`src/rtl/bor_seq_pkg.sv`:
```
package bor_seq_pkg;
   typedef enum logic [1:0] {
      MODE_OFF     = 2'b00,
      MODE_SW      = 2'b01,
      MODE_NOSLEEP = 2'b10,
      MODE_ON      = 2'b11
   } bor_mode_e;

   typedef enum logic [1:0] {
      ST_RUN   = 2'd0,
      ST_HOLD  = 2'd1,
      ST_DELAY = 2'd2
   } bor_state_e;

   localparam int STAT_W    = 3;
   localparam int STAT_ARM  = 2;
   localparam int STAT_PORM = 1;
   localparam int STAT_BORM = 0;
endpackage

```
`src/rtl/bor_sync.sv`:
```
module bor_sync #(
   parameter int STAGES = 2
) (
   input  logic clk,
   input  logic por,
   input  logic d,
   output logic q
);
   logic [STAGES-1:0] chain;

   generate
      if (STAGES < 2) begin : g_bad
         $error("bor_sync: STAGES must be at least 2");
      end
      for (genvar i = 0; i < STAGES; i++) begin : g_stage
         if (i == 0) begin : g_first
            always_ff @(posedge clk or posedge por)
               if (por) chain[0] <= 1'b0;
               else     chain[0] <= d;
         end else begin : g_next
            always_ff @(posedge clk or posedge por)
               if (por) chain[i] <= 1'b0;
               else     chain[i] <= chain[i-1];
         end
      end
   endgenerate

   assign q = chain[STAGES-1];
endmodule

```
`src/rtl/bor_filter.sv`:
```
module bor_filter #(
   parameter int CYCLES = 16
) (
   input  logic clk,
   input  logic por,
   input  logic en,
   input  logic low,
   output logic trip
);
   localparam int CNT_W = $clog2(CYCLES + 1);
   localparam logic [CNT_W-1:0] LIMIT = CNT_W'(CYCLES);

   logic [CNT_W-1:0] cnt;

   generate
      if (CYCLES < 1) begin : g_bad
         $error("bor_filter: CYCLES must be at least 1");
      end
   endgenerate

   always_ff @(posedge clk or posedge por) begin
      if (por)               cnt <= '0;
      else if (!(en && low)) cnt <= '0;
      else if (cnt != LIMIT) cnt <= cnt + CNT_W'(1);
   end

   assign trip = (cnt == LIMIT);

   // a trip is only reached after an unbroken armed low run
   a_r5_trip_needs_run: assert property (@(posedge clk) disable iff (por)
      (trip && !$past(trip)) |-> $past(en && low));
endmodule

```
`src/rtl/bor_delay_timer.sv`:
```
module bor_delay_timer #(
   parameter int CYCLES = 64
) (
   input  logic clk,
   input  logic por,
   input  logic run,
   output logic done
);
   localparam int CNT_W = $clog2(CYCLES);
   localparam logic [CNT_W-1:0] LAST = CNT_W'(CYCLES - 1);

   logic [CNT_W-1:0] cnt;

   generate
      if (CYCLES < 2) begin : g_bad
         $error("bor_delay_timer: CYCLES must be at least 2");
      end
   endgenerate

   always_ff @(posedge clk or posedge por) begin
      if (por)       cnt <= '0;
      else if (!run) cnt <= '0;
      else if (!done) cnt <= cnt + CNT_W'(1);
   end

   assign done = run && (cnt == LAST);

   // a stopped timer always restarts from zero
   a_r9_timer_cleared: assert property (@(posedge clk) disable iff (por)
      (!run) |=> (cnt == '0));
endmodule

```
`src/rtl/bor_status.sv`:
```
module bor_status
   import bor_seq_pkg::*;
(
   input  logic              clk,
   input  logic              por,
   input  logic              wr_en,
   input  logic [STAT_W-1:0] wr_data,
   input  logic              arm_visible,
   input  logic              bor_event,
   output logic              arm_bit,
   output logic [STAT_W-1:0] stat
);
   logic por_mark, bor_mark;

   always_ff @(posedge clk or posedge por) begin
      if (por) begin
         arm_bit  <= 1'b0;
         por_mark <= 1'b0;
         bor_mark <= 1'b0;
      end else begin
         if (wr_en) begin
            arm_bit  <= wr_data[STAT_ARM];
            por_mark <= wr_data[STAT_PORM];
            bor_mark <= wr_data[STAT_BORM];
         end
         if (bor_event) bor_mark <= 1'b0;
      end
   end

   always_comb begin
      stat            = '0;
      stat[STAT_ARM]  = arm_bit && arm_visible;
      stat[STAT_PORM] = por_mark;
      stat[STAT_BORM] = bor_mark;
   end

   // the power-on marker moves only on a write
   a_r11_porm_stable: assert property (@(posedge clk) disable iff (por)
      (!wr_en) |=> $stable(por_mark));
   // a brown-out event always leaves the marker cleared
   a_r10_borm_cleared: assert property (@(posedge clk) disable iff (por)
      bor_event |=> !bor_mark);
endmodule

```
`src/rtl/brownout_seq.sv`:
```
module brownout_seq
   import bor_seq_pkg::*;
#(
   parameter int FILT_CYCLES = 16,
   parameter int PWRT_CYCLES = 64,
   parameter int SYNC_STAGES = 2,
   parameter int VSEL_W      = 2
) (
   input  logic              clk,
   input  logic              por,
   input  logic              sup_low,
   input  logic [1:0]        cfg_mode,
   input  logic              cfg_pwrt_en,
   input  logic [VSEL_W-1:0] cfg_vsel,
   input  logic              sleep,
   input  logic              wr_en,
   input  logic [2:0]        wr_data,
   output logic              rst_out,
   output logic [2:0]        stat,
   output logic [VSEL_W-1:0] vsel_out
);
   generate
      if (VSEL_W < 1) begin : g_bad_vsel
         $error("brownout_seq: VSEL_W must be at least 1");
      end
   endgenerate

   bor_mode_e  mode;
   bor_state_e state, nxt;
   logic       sup_s, armed, trip, tmr_done, arm_bit, bor_event, in_hold;

   assign mode     = bor_mode_e'(cfg_mode);
   assign vsel_out = cfg_vsel;

   bor_sync #(.STAGES(SYNC_STAGES)) u_sync (
      .clk(clk), .por(por), .d(sup_low), .q(sup_s));

   always_comb begin
      unique case (mode)
         MODE_OFF:     armed = 1'b0;
         MODE_SW:      armed = arm_bit;
         MODE_NOSLEEP: armed = !sleep;
         MODE_ON:      armed = 1'b1;
         default:      armed = 1'b0;
      endcase
   end

   bor_filter #(.CYCLES(FILT_CYCLES)) u_filt (
      .clk(clk), .por(por), .en(armed), .low(sup_s), .trip(trip));

   bor_delay_timer #(.CYCLES(PWRT_CYCLES)) u_tmr (
      .clk(clk), .por(por), .run(state == ST_DELAY), .done(tmr_done));

   always_comb begin
      nxt = state;
      unique case (state)
         ST_RUN:   if (trip) nxt = ST_HOLD;
         ST_HOLD:  if (!sup_s) nxt = cfg_pwrt_en ? ST_DELAY : ST_RUN;
         ST_DELAY: if (sup_s) nxt = ST_HOLD;
                   else if (tmr_done) nxt = ST_RUN;
         default:  nxt = ST_RUN;
      endcase
   end

   always_ff @(posedge clk or posedge por)
      if (por) state <= ST_RUN;
      else     state <= nxt;

   assign bor_event = (nxt == ST_HOLD) && (state != ST_HOLD);
   assign in_hold   = (state == ST_HOLD);
   assign rst_out   = por || (state != ST_RUN);

   bor_status u_stat (
      .clk(clk), .por(por), .wr_en(wr_en), .wr_data(wr_data),
      .arm_visible(mode == MODE_SW), .bor_event(bor_event),
      .arm_bit(arm_bit), .stat(stat));

   // policy off never leaves run
   a_r1_off_no_reset: assert property (@(posedge clk) disable iff (por)
      (mode == MODE_OFF && state == ST_RUN) |=> (state == ST_RUN));
   // software policy with arm bit clear never leaves run
   a_r3_sw_gated: assert property (@(posedge clk) disable iff (por)
      (mode == MODE_SW && !arm_bit && state == ST_RUN) |=> (state == ST_RUN));
   // sleep gating
   a_r4_sleep_gated: assert property (@(posedge clk) disable iff (por)
      (mode == MODE_NOSLEEP && sleep && state == ST_RUN) |=> (state == ST_RUN));
   // entry from run only after the filter trips
   a_r5_entry_filtered: assert property (@(posedge clk) disable iff (por)
      (in_hold && $past(state) == ST_RUN) |-> $past(trip));
   // held while supply stays low
   a_r6_hold_low: assert property (@(posedge clk) disable iff (por)
      (in_hold && sup_s) |=> in_hold);
   // no delay -> straight back to run
   a_r7_no_delay: assert property (@(posedge clk) disable iff (por)
      (in_hold && !sup_s && !cfg_pwrt_en) |=> (state == ST_RUN && !rst_out));
   // delay holds until terminal count
   a_r8_delay_holds: assert property (@(posedge clk) disable iff (por)
      (state == ST_DELAY && !sup_s && !tmr_done) |=> (state == ST_DELAY && rst_out));
   // a sag during the delay re-enters brown-out reset
   a_r9_sag_restarts: assert property (@(posedge clk) disable iff (por)
      (state == ST_DELAY && sup_s) |=> (in_hold && !stat[STAT_BORM]));
   // marker clear on entry
   a_r10_entry_clears: assert property (@(posedge clk) disable iff (por)
      $rose(in_hold) |-> !stat[STAT_BORM]);
   // threshold code pass-through
   a_r12_vsel: assert property (@(posedge clk) disable iff (por)
      vsel_out == cfg_vsel);
endmodule

```
`config.mk`:
```
export PLATFORM = sky130hd
export DESIGN_NAME = brownout_seq
export DESIGN_NICKNAME = d
export VERILOG_FILES = /design/src/rtl/bor_seq_pkg.sv /design/src/rtl/bor_sync.sv /design/src/rtl/bor_filter.sv /design/src/rtl/bor_delay_timer.sv /design/src/rtl/bor_status.sv /design/src/rtl/brownout_seq.sv
export SDC_FILE = /design/constraint.sdc
export NUM_CORES = 1
export LEC_CHECK = 0
export ABC_AREA = 1
export CORE_AREA = 3 3 48 50
export DETAILED_ROUTE_END_ITERATION = 10
export DIE_AREA = 0 0 51 53
export HOLD_SLACK_MARGIN = 0.05
export PLACE_DENSITY = 0.84
export SLEW_MARGIN = 30
export SYNTH_ARGS = -nofsm -noshare
export SYNTH_HDL_FRONTEND = slang
export SYNTH_SLANG_ARGS = --single-unit
```
`constraint.sdc`:
```
create_clock -name clk -period 1.3 [get_ports clk]
set_input_delay 0.13 -clock clk [delete_from_list [all_inputs] [get_ports clk]]
set_output_delay 0.13 -clock clk [all_outputs]
set_load 0.05 [all_outputs]
```
==> impl_metrics.py, run 1 <==
metrics = {
    "run_status": {
        "status": "finished, final reports clean",
    },
    "power_and_ir_drop": {
        "p_leak_nw": 0.5478,
        "power_frac_comb_pct": 16.0,
        "internal_power_uw": 838.1,
        "clock_power_share_pct": 30.4,
        "p_per_area_mw_per_mm2": 917.0,
        "switching_share_pct": 23.99,
        "p_sw_uw": 264.5,
        "ir_drop_v": 0.0008563,
        "p_seq_share_pct": 53.6,
    },
    "worst_setup_path": {
        "crit_path_end_kind": "register",
        "startpoint_type": "register",
        "cpPeakStageDelay_ns": 0.42,
        "crit_arrival_ns": 1.43,
        "cp_max_fo": 4,
        "path_cells": "inv_2 -> ha_1 -> nand2_1 -> inv_2 -> nand2_2 -> xor2_1 -> nor2_1",
        "crit_top_cell": "inv_2",
        "slowest_stage": "dfrtp_1",
        "worstSetupPathType": "register to register",
        "required_ns": 1.47,
    },
    "clock_tree": {
        "cts_max_level": 1,
        "clk_pin_slew_ns": 0.10,
        "clk_latency_ns": 0.28,
        "cts_buffers": 3,
        "cts_buffer_depth": 2,
        "cts_sinks": 18,
        "tritoncts": "built",
        "ctsRootBufferMaster": "clkbuf_4",
    },
    "yosys": {
        "syn_avg_cell_area_um2": 8.782,
        "ys_seq_elements": 18,
        "ys_async_sr_fraction_pct": 100.0,
        "synth_cell_types": 24,
        "netlist_instances": 106,
        "synth_warnings": 0,
        "syn_nets": 122,
        "synth-main-ff-cell": "dfrtp_1",
        "synth_seq_area_share_pct": 48.39,
        "synthMuxAreaShare_pct": 3.495,
        "synth_top_family_by_area": "simple AND/OR/NAND/NOR gates",
        "yosys.area_share.adder_pct": 4.032,
        "yosys.area_share.simple_pct": 23.92,
        "synth_xor_area_share_pct": 1.882,
        "synth_edf_count": 0,
        "netlist_area_um2": 930.9,
        "synth_compound_gate_area_share_pct": 9.005,
    },
    "layout": {
        "drive_above_1_share_pct": 24.60,
        "syn2layout_area_growth_pct": 29.17,
        "finalInstanceArea_mm2": 0.001202,
        "antenna_cells": 0,
        "nets": 143,
    },
    "sta": {
        "hold_violations": 0,
        "relSlewSlack_pct": 75.16,
        "setup_viol": 0,
        "slew_viol_final": 0,
        "worstMarginPinSlew_ns": 0.3701,
        "layout_worst_path_cycle_share_pct": 97.06,
        "skew_ns": 0.002215,
        "clock.fmax_mhz": 792.6,
        "min_period_ns": 1.262,
        "holdWs_ns": 0.2036,
    },
    "die": {
        "dieArea_mm2": 0.002703,
        "std_cell_rows": 16,
        "coreArea_mm2": 0.001942,
        "die_x_um": 51,
        "initial_core_util_pct": 47.94,
        "io_pins": 19,
        "die_y_um": 53,
    },
    "grt": {
        "grt_max_degree": 19,
        "gr-usage-all-layers_pct": 15.05,
        "grt_overflow": 0,
        "antenna_found_initial": 0,
        "grt_pass1_vias": 779,
        "grt_first_pass_wirelength_um": 3022,
    },
    "routing": {
        "drc": 0,
        "post_drt_wl_per_cell_um": 12.08,
        "dr.pass1.iters": 4,
        "viasPerCell": 4.980,
        "ant_nets": 0,
        "num_vias": 762,
        "drt-initial-drc-count": 13,
        "routed_wl_um": 1848,
    },
    "place": {
        "dp_hpwl_um": 1449,
        "place.gp.congestion": 0.8447,
        "place.port_buffers": 14,
        "dpl_cell_area_mm2": 0.001130,
    },
    "worst_hold_path": {
        "hold_class": "primary input to asynchronous set/reset pin",
    },
    "run": {
        "cap_violations": 0,
    },
}
[flip-flops by register name (all words and copies together), names as in the netlist]
register	cells
u_stat.arm_bit	1
u_sync.chain	1
u_stat.bor_mark	1
state	2
u_filt.cnt	5
u_stat.por_mark	1
u_tmr.cnt	6
u_sync.q	1
[layout by cell type (no fill, tap or decap), types with 2 or more instances in the layout]
cell type and instances:
ha_1 3, nor2_1 4, mux2_2 2, nor2_2 3, nand4_1 3, clkbuf_4 3
clkdlybuf4s50_1 10, inv_2 3, buf_4 6, o21ai_1 4, a21oi_1 5, nand2_2 2
buf_12 4, inv_1 12, a21oi_2 2, nand3_1 12, dfrtp_1 17, nand2_1 20
[worst paths after layout]
check | from | endpoint | slack [ns] | cells past startpoint
max in group asynchronous | por | state[0] | 0.89 | 3
setup / recovery | u_filt.cnt[0] | u_filt.cnt[0] | 0.04 | 7
hold / removal | por | u_filt.cnt[2] | 0.20 | 3
setup reg to reg | u_filt.cnt[0] | u_filt.cnt[0] | 0.04 | 7
hold reg to reg | u_sync.chain[0] | u_sync.q | 0.37 | 0
min in group clk | cfg_vsel[0] | vsel_out[0] | 0.26 | 0
[through the flow]
stage / cells / utilization [%] / setup slack, ns / setup TNS, ns / power, mW
final: 153 / 61.92 / 0.03828 / 0 / 1.103
after global placement: 145 / 58.18 / 0.07656 / 0 / 0.7685
after CTS: 150 / 60.50 / 0.02080 / 0 / 1.115
after floorplan: 106 / - / 0.1464 / 0 / 0.7028
after detailed placement: 145 / 58.18 / 0.03876 / 0 / 0.7754
after global routing: 153 / 61.92 / -0.03299 / -0.03299 / 1.161
[cell usage after synthesis, types with 2 or more instances]
cell	instances	area (um2)
nand2_1	21	78.83
dfrtp_1	18	450.4
inv_1	14	52.55
nand3_1	12	60.06
a21oi_1	5	25.02
nor2_1	5	18.77
buf_4	4	30.03
o21ai_1	4	20.02
ha_1	3	37.54
nand4_1	3	18.77
a21oi_2	2	17.52
mux2_2	2	22.52
nor2_2	2	12.51
[routing by layer]
metal	global-route usage [%]	wire length [um]
met3	3.662	55
met4	6.278	29
met5	0	0
met2	27.68	978
met1	16.37	784
[power groups by stage]
stage / Combinational, mW / Sequential [mW] / Clock, mW
2_1_floorplan: 0.107 / 0.596 / 0
3_3_place_gp: 0.167 / 0.601 / 0
3_5_place_dp: 0.172 / 0.603 / 0
4_1_cts: 0.173 / 0.592 / 0.350
5_1_grt: 0.187 / 0.593 / 0.381
6_report: 0.176 / 0.591 / 0.335
[cells by family (layout without fill, tap and decap cells)]
kind of cell / count (synthesis) / count (layout)
AO/OA/AOI/OAI: 14 / 14
XOR/XNOR: 2 / 2
adder cells (fa/ha/maj): 3 / 3
buffers and inverters: 19 / 39
flip-flops: 18 / 18
multiplexers: 3 / 3
AND/OR/NAND/NOR: 47 / 47
[critical path, delay by kind of cell, from the launching register on]
kind	cells	cell delay (ns)
XOR/XNOR	1	0.15
adder cells (fa/ha/maj)	1	0.20
flip-flops	1	0.42
buffers and inverters	2	0.12
AND/OR/NAND/NOR	3	0.25
[timing repair]
item / CTS / global route
setup endpoints to repair: 1 / 7
setup buffers: 1 / 3
hold buffers: 0 / 0
pin swaps: 0 / 2
resized for setup: 1 / 4
[final cells by class]
type,instances,area [um2]
repair buffers,20,225.2
flip-flops and latches,18,451.7
fillers,168,739.5
well taps,27,33.78
clock buffers,4,36.28
inverters,15,56.30
multi-input cells,69,399.1
(Power assumes the default switching activity.)
==> inputs of run 2 (changes only) <==
--- a/config.mk
+++ b/config.mk
@@ -10,6 +10,7 @@
 export DETAILED_ROUTE_END_ITERATION = 10
 export DIE_AREA = 0 0 51 53
 export HOLD_SLACK_MARGIN = 0.05
+export MAX_ROUTING_LAYER = met4
 export PLACE_DENSITY = 0.84
 export SLEW_MARGIN = 30
 export SYNTH_ARGS = -nofsm -noshare
==> run 2 against run 1 <==
Net effect: die area stayed put; power hardly changed; via count stayed put; highest routed layer unchanged; final cell count stayed put; design area stayed put; critical path type unchanged; sequential cell count stayed put; hold slack hardly changed.
==> impl_metrics.py, run 2 (same netlist as run 1, synthesis figures left out) <==
metrics = {
    "run_status": {
        "status": "finished, final reports clean",
    },
    "die": {
        "die_y_um": 53,
        "coreArea_mm2": 0.001942,
        "dieArea_mm2": 0.002703,
        "die_x_um": 51,
        "std_cell_rows": 16,
        "io_pins": 19,
        "initial_core_util_pct": 47.94,
    },
    "routing": {
        "drc": 0,
        "post_drt_wl_per_cell_um": 12.08,
        "ant_nets": 0,
        "num_vias": 762,
        "viasPerCell": 4.980,
        "dr.pass1.iters": 4,
        "drt-initial-drc-count": 13,
        "routed_wl_um": 1848,
    },
    "worst_setup_path": {
        "worstSetupPathType": "register to register",
        "cp_max_fo": 4,
        "slowest_stage": "dfrtp_1",
        "required_ns": 1.47,
        "startpoint_type": "register",
        "crit_arrival_ns": 1.43,
        "crit_top_cell": "inv_2",
        "path_cells": "inv_2 -> ha_1 -> nand2_1 -> inv_2 -> nand2_2 -> xor2_1 -> nor2_1",
        "crit_path_end_kind": "register",
        "cpPeakStageDelay_ns": 0.42,
    },
    "layout": {
        "fin_cells": 153,
        "largest-register": "u_tmr.cnt",
        "final_common_cell": "nand2_1",
        "antenna_cells": 0,
        "drive_above_1_share_pct": 24.60,
        "most-common-layout-cells": "20 x nand2_1, 17 x dfrtp_1, 12 x inv_1, 12 x nand3_1, 10 x clkdlybuf4s50_1",
        "top_regs": "u_tmr.cnt (6), u_filt.cnt (5), state (2)",
        "syn2layout_area_growth_pct": 29.17,
        "largest_register_ffs": 6,
        "nets": 143,
    },
    "power_and_ir_drop": {
        "ir_drop_v": 0.0008563,
        "total_power_mw": 1.103,
        "p_per_area_mw_per_mm2": 917.0,
        "p_leak_nw": 0.5478,
    },
    "clock_tree": {
        "ctsHoldBuffers": 0,
        "cts_buffer_depth": 2,
        "clk_pin_slew_ns": 0.10,
        "tritoncts": "built",
        "cts_max_level": 1,
        "cts_sinks": 18,
        "clk_latency_ns": 0.28,
        "cts_buffers": 3,
        "ctsRootBufferMaster": "clkbuf_4",
    },
    "sta": {
        "layout_worst_path_cycle_share_pct": 97.06,
        "hold_violations": 0,
        "holdWs_ns": 0.2036,
        "slew_viol_final": 0,
        "relSlewSlack_pct": 75.16,
        "min_period_ns": 1.262,
        "setup_viol": 0,
        "skew_ns": 0.002215,
        "worstMarginPinSlew_ns": 0.3701,
        "clock.fmax_mhz": 792.6,
    },
    "place": {
        "place.port_buffers": 14,
        "dp_hpwl_um": 1449,
        "place.gp.congestion": 0.8578,
        "post-place-cells": 145,
    },
    "grt": {
        "grt_overflow": 0,
        "grt_first_pass_wirelength_um": 3029,
        "antenna_found_initial": 0,
        "grt_pass1_vias": 778,
        "gr-usage-all-layers_pct": 15.45,
        "grt_max_degree": 19,
    },
    "worst_hold_path": {
        "hold_class": "primary input to asynchronous set/reset pin",
    },
    "run": {
        "cap_violations": 0,
    },
}
[run 2: critical path, delay by kind of cell, from the launching register on]
family                     cells  cell delay [ns]
buffers and inverters          2             0.12
adders and majority gates      1             0.20
DFF                            1             0.42
and+or+nand+nor                3             0.25
xor gates and xnor gates       1             0.15
[run 2: timing repair]
action / in CTS / in global routing
endpoints found under the setup margin: 1 / 7
pin swaps: 0 / 2
resized for setup: 1 / 4
setup buffers: 1 / 3
[run 2: where the power goes]
part           leakage (nW)  internal, mW  switching (mW)
clock network        0.0210         0.170           0.165
logic                 0.289        0.0911          0.0850
registers             0.238         0.577          0.0146
total                 0.548         0.838           0.264
[run 2: stage by stage]
| step | setup WS [ns] | cell area (um2) | setup TNS, ns | utilization [%] |
|---|---|---|---|---|
| floorplan | 0.1464 | 930.9 | 0 | - |
| global placement | 0.07656 | 1130 | 0 | 58.18 |
| detailed placement | 0.03876 | 1130 | 0 | 58.18 |
| CTS | 0.02080 | 1175 | 0 | 60.50 |
| global route | -0.03299 | 1202 | -0.03299 | 61.92 |
| finish | 0.03828 | 1202 | 0 | 61.92 |
[run 2: worst paths after layout]
path | from | to | slack, ns | cells after the start
hold reg to reg | u_sync.chain[0] | u_sync.q | 0.37 | 0
setup reg to reg | u_filt.cnt[0] | u_filt.cnt[0] | 0.04 | 7
hold / removal | por | u_filt.cnt[2] | 0.20 | 3
min in group clk | cfg_vsel[0] | vsel_out[0] | 0.26 | 0
max in group asynchronous | por | state[0] | 0.89 | 3
setup / recovery | u_filt.cnt[0] | u_filt.cnt[0] | 0.04 | 7
[run 2: layout make-up]
class                           instances  area, um2
Tap cell                               27      33.78
Fill cell                             168      739.5
Sequential cell                        18      451.7
Inverter                               15      56.30
Clock buffer                            4      36.28
Timing Repair Buffer                   20      225.2
Multi-Input combinational cell         69      399.1
[run 2: per-layer routing]
metal / vias up / GRT usage [%] / share of wire, %
li1: 379 / - / -
met1: 367 / 16.37 / 42
met2: 12 / 27.68 / 53
met3: 4 / 3.662 / 3.0
met4: 0 / 6.278 / 1.6
met5: - / - / 0
==> inputs of run 3 (changes only) <==
--- a/config.mk
+++ b/config.mk
@@ -6,13 +6,14 @@
 export NUM_CORES = 1
 export LEC_CHECK = 0
 export ABC_AREA = 1
-export CORE_AREA = 3 3 48 50
+export CORE_AREA = 3 3 50 52
 export DETAILED_ROUTE_END_ITERATION = 10
-export DIE_AREA = 0 0 51 53
+export DIE_AREA = 0 0 53 55
 export HOLD_SLACK_MARGIN = 0.05
 export MAX_ROUTING_LAYER = met4
-export PLACE_DENSITY = 0.84
+export PLACE_DENSITY = 0.83
 export SLEW_MARGIN = 30
 export SYNTH_ARGS = -nofsm -noshare
 export SYNTH_HDL_FRONTEND = slang
+export SYNTH_HIERARCHICAL = 1
 export SYNTH_SLANG_ARGS = --single-unit
==> run 3 against run 2 <==
Net effect: sequential share of layout area decreased by 5.3 points; critical path depth increased by 4; largest cell class is now multi-input combinational cells; the flow now finishes with violations (setup timing); worst setup slack got worse by 0.049 ns.
==> impl_metrics.py, run 3 <==
metrics = {
    "run_status": {
        "status": "complete, but fails checks",
        "violations": "setup timing",
    },
    "routing": {
        "drt-initial-drc-count": 11,
        "dr.pass1.iters": 4,
        "ant_nets": 0,
        "routed_wl_um": 2254,
        "num_vias": 900,
        "viasPerCell": 4.813,
        "drc": 0,
        "post_drt_wl_per_cell_um": 12.05,
    },
    "layout": {
        "drive_above_1_share_pct": 28.93,
        "largest-register": "u_tmr/cnt",
        "most-common-layout-cells": "32 x nand2_1, 20 x inv_1, 18 x dfrtp_1, 14 x buf_4, 10 x clkdlybuf4s50_1",
        "fin_util_pct": 65.06,
        "syn2layout_area_growth_pct": 37.56,
        "finalInstanceArea_mm2": 0.001398,
        "final_common_cell": "nand2_1",
        "top_regs": "u_tmr/cnt (6), u_filt/cnt (5), state (2)",
        "fin_cells": 187,
        "antenna_cells": 0,
        "nets": 176,
        "largest_register_ffs": 6,
    },
    "sta": {
        "clock.fmax_mhz": 762.7,
        "setup_ws_ns": -0.01105,
        "layout_worst_path_cycle_share_pct": 100.8,
        "relSlewSlack_pct": 83.29,
        "setup_tns_ns": -0.01105,
        "slew_viol_final": 0,
        "worstMarginPinSlew_ns": 0.2504,
        "min_period_ns": 1.311,
        "rsz0062_at_grt": "yes",
        "hold_violations": 0,
        "holdWs_ns": 0.1585,
        "skew_ns": 0.0005279,
        "setup_viol": 1,
    },
    "worst_setup_path": {
        "cp_max_fo": 2,
        "required_ns": 1.49,
        "path_cells": "inv_2 -> ha_4 -> nand2_2 -> inv_2 -> nand2_2 -> inv_2 -> nand2_2 -> a21oi_2 -> inv_1 -> nand3_1 -> nand2_1",
        "worstSetupPathType": "register to register",
        "crit_arrival_ns": 1.50,
        "startpoint_type": "register",
        "slowest_stage": "dfrtp_1",
        "crit_path_end_kind": "register",
        "cpPeakStageDelay_ns": 0.41,
    },
    "place": {
        "post-place-cells": 178,
        "dp_hpwl_um": 1717,
        "place.port_buffers": 14,
        "place.gp.congestion": 0.8049,
        "dp_slack_ns": -0.04601,
        "dpl_cell_area_mm2": 0.001276,
    },
    "clock_tree": {
        "clk_latency_ns": 0.28,
        "ctsRootBufferMaster": "clkbuf_4",
        "cts_max_level": 1,
        "cts_buffers": 3,
        "tritoncts": "built",
        "clk_pin_slew_ns": 0.10,
        "cts_buffer_depth": 2,
        "cts_sinks": 18,
    },
    "power_and_ir_drop": {
        "total_power_mw": 1.108,
        "internal_power_uw": 836.4,
        "p_sw_uw": 271.9,
        "ir_drop_v": 0.0007126,
        "p_seq_share_pct": 53.2,
        "clock_power_share_pct": 30.5,
        "p_per_area_mw_per_mm2": 793.0,
        "power_frac_comb_pct": 16.3,
        "switching_share_pct": 24.53,
        "p_leak_nw": 0.7448,
    },
    "yosys": {
        "syn_nets": 146,
        "yosysMostFrequentCell": "nand2_1",
        "synth_edf_count": 0,
        "synth_seq_area_share_pct": 44.33,
        "synthTopCellsByCount": "35 x nand2_1, 23 x inv_1, 18 x dfrtp_1, 10 x nand3_1, 9 x nor2_1",
        "synth_xor_area_share_pct": 0.8621,
        "ys_async_sr_fraction_pct": 100.0,
        "syn_avg_cell_area_um2": 7.815,
        "netlist_instances": 130,
        "synth_cell_types": 21,
        "ys_seq_elements": 18,
        "yosys.area_share.adder_pct": 3.695,
        "synthMuxAreaShare_pct": 0,
        "synth_area_leaders": "dfrtp_1 44%, nand2_1 13%, inv_1 8.5%",
        "netlist.top_cell.by_area": "dfrtp_1",
        "synth_compound_gate_area_share_pct": 3.941,
        "synth_top_cell_area_share_pct": 44.33,
        "yosys.area_share.simple_pct": 32.64,
        "synth_warnings": 6,
        "synth_top_family_by_area": "simple AND/OR/NAND/NOR gates",
        "synth-main-ff-cell": "dfrtp_1",
        "netlist_area_mm2": 0.001016,
    },
    "grt": {
        "grtUsageMet3_pct": 3.217,
        "gr-usage-all-layers_pct": 16.98,
        "antenna_found_initial": 0,
        "grt_max_degree": 11,
        "grt_pass1_vias": 855,
        "grt_first_pass_wirelength_um": 3394,
        "grt_use_met2_pct": 29.96,
        "grt_overflow": 0,
        "use_met1_pct": 17.39,
        "busiest_layer": "met2",
    },
    "die": {
        "initial_core_util_pct": 47.29,
        "die_x_um": 53,
        "die_y_um": 55,
        "coreArea_mm2": 0.002148,
        "std_cell_rows": 17,
        "dieArea_mm2": 0.002915,
        "io_pins": 19,
    },
    "worst_hold_path": {
        "hold_class": "primary input to asynchronous set/reset pin",
    },
    "run": {
        "cap_violations": 0,
    },
}
run 3: power by group through the flow:
stage	sequential (mW)	clock [mW]	combinational (mW)
after floorplan	0.595	0	0.0972
after global placement	0.599	0	0.161
after detailed placement	0.601	0	0.165
after CTS	0.590	0.350	0.176
after global routing	0.592	0.375	0.194
final	0.590	0.338	0.181
run 3: cell families after synthesis:
| family | after synthesis |
|---|---|
| simple gates | 71 |
| flops | 18 |
| xor+xnor | 1 |
| compound gates | 6 |
| fa+ha+maj | 3 |
| buf+inv | 31 |
run 3: timing repair:
action,in CTS,in global routing
setup buffers,3,2
endpoints found under the setup margin,1,8
resized for setup,7,5
hold buffers,1,0
pin swaps,1,5
endpoints found under the hold margin,2,0
run 3: worst max-delay path, delay by kind of cell, from the launching register on:
family / cells / cell delay [ns]
AO/OA/AOI/OAI: 1 / 0.14
AND/OR/NAND/NOR: 5 / 0.27
adder cells (fa/ha/maj): 1 / 0.13
buffers and inverters: 4 / 0.27
flip-flops: 1 / 0.41
run 3: metal layers:
metal / vias to the layer above / wire (um)
met1: 428 / 860
li1: 453 / -
met5: - / 0
met3: 8 / 62
met2: 11 / 1273
met4: 0 / 57
run 3: area by class of cell:
type                    instances  area, um2
multi-input cells              81      462.9
fillers                       165      750.7
flip-flops and latches         18      450.4
repair buffers                 30      315.3
well taps                      28      35.03
clock buffers                   4      36.28
inverters                      26      97.59
run 3: worst paths after layout:
| kind | cells past startpoint | slack (ns) | from | endpoint |
|---|---|---|---|---|
| setup reg to reg | 11 | -0.01 | u_filt/cnt[0] | u_stat/bor_mark |
| hold / removal | 3 | 0.16 | por | u_sync/q |
| min in group clk | 0 | 0.26 | cfg_vsel[0] | vsel_out[0] |
| max in group asynchronous | 3 | 0.55 | por | state[0] |
| hold reg to reg | 0 | 0.37 | u_sync/chain[0] | u_sync/q |
| setup / recovery | 11 | -0.01 | u_filt/cnt[0] | u_stat/bor_mark |
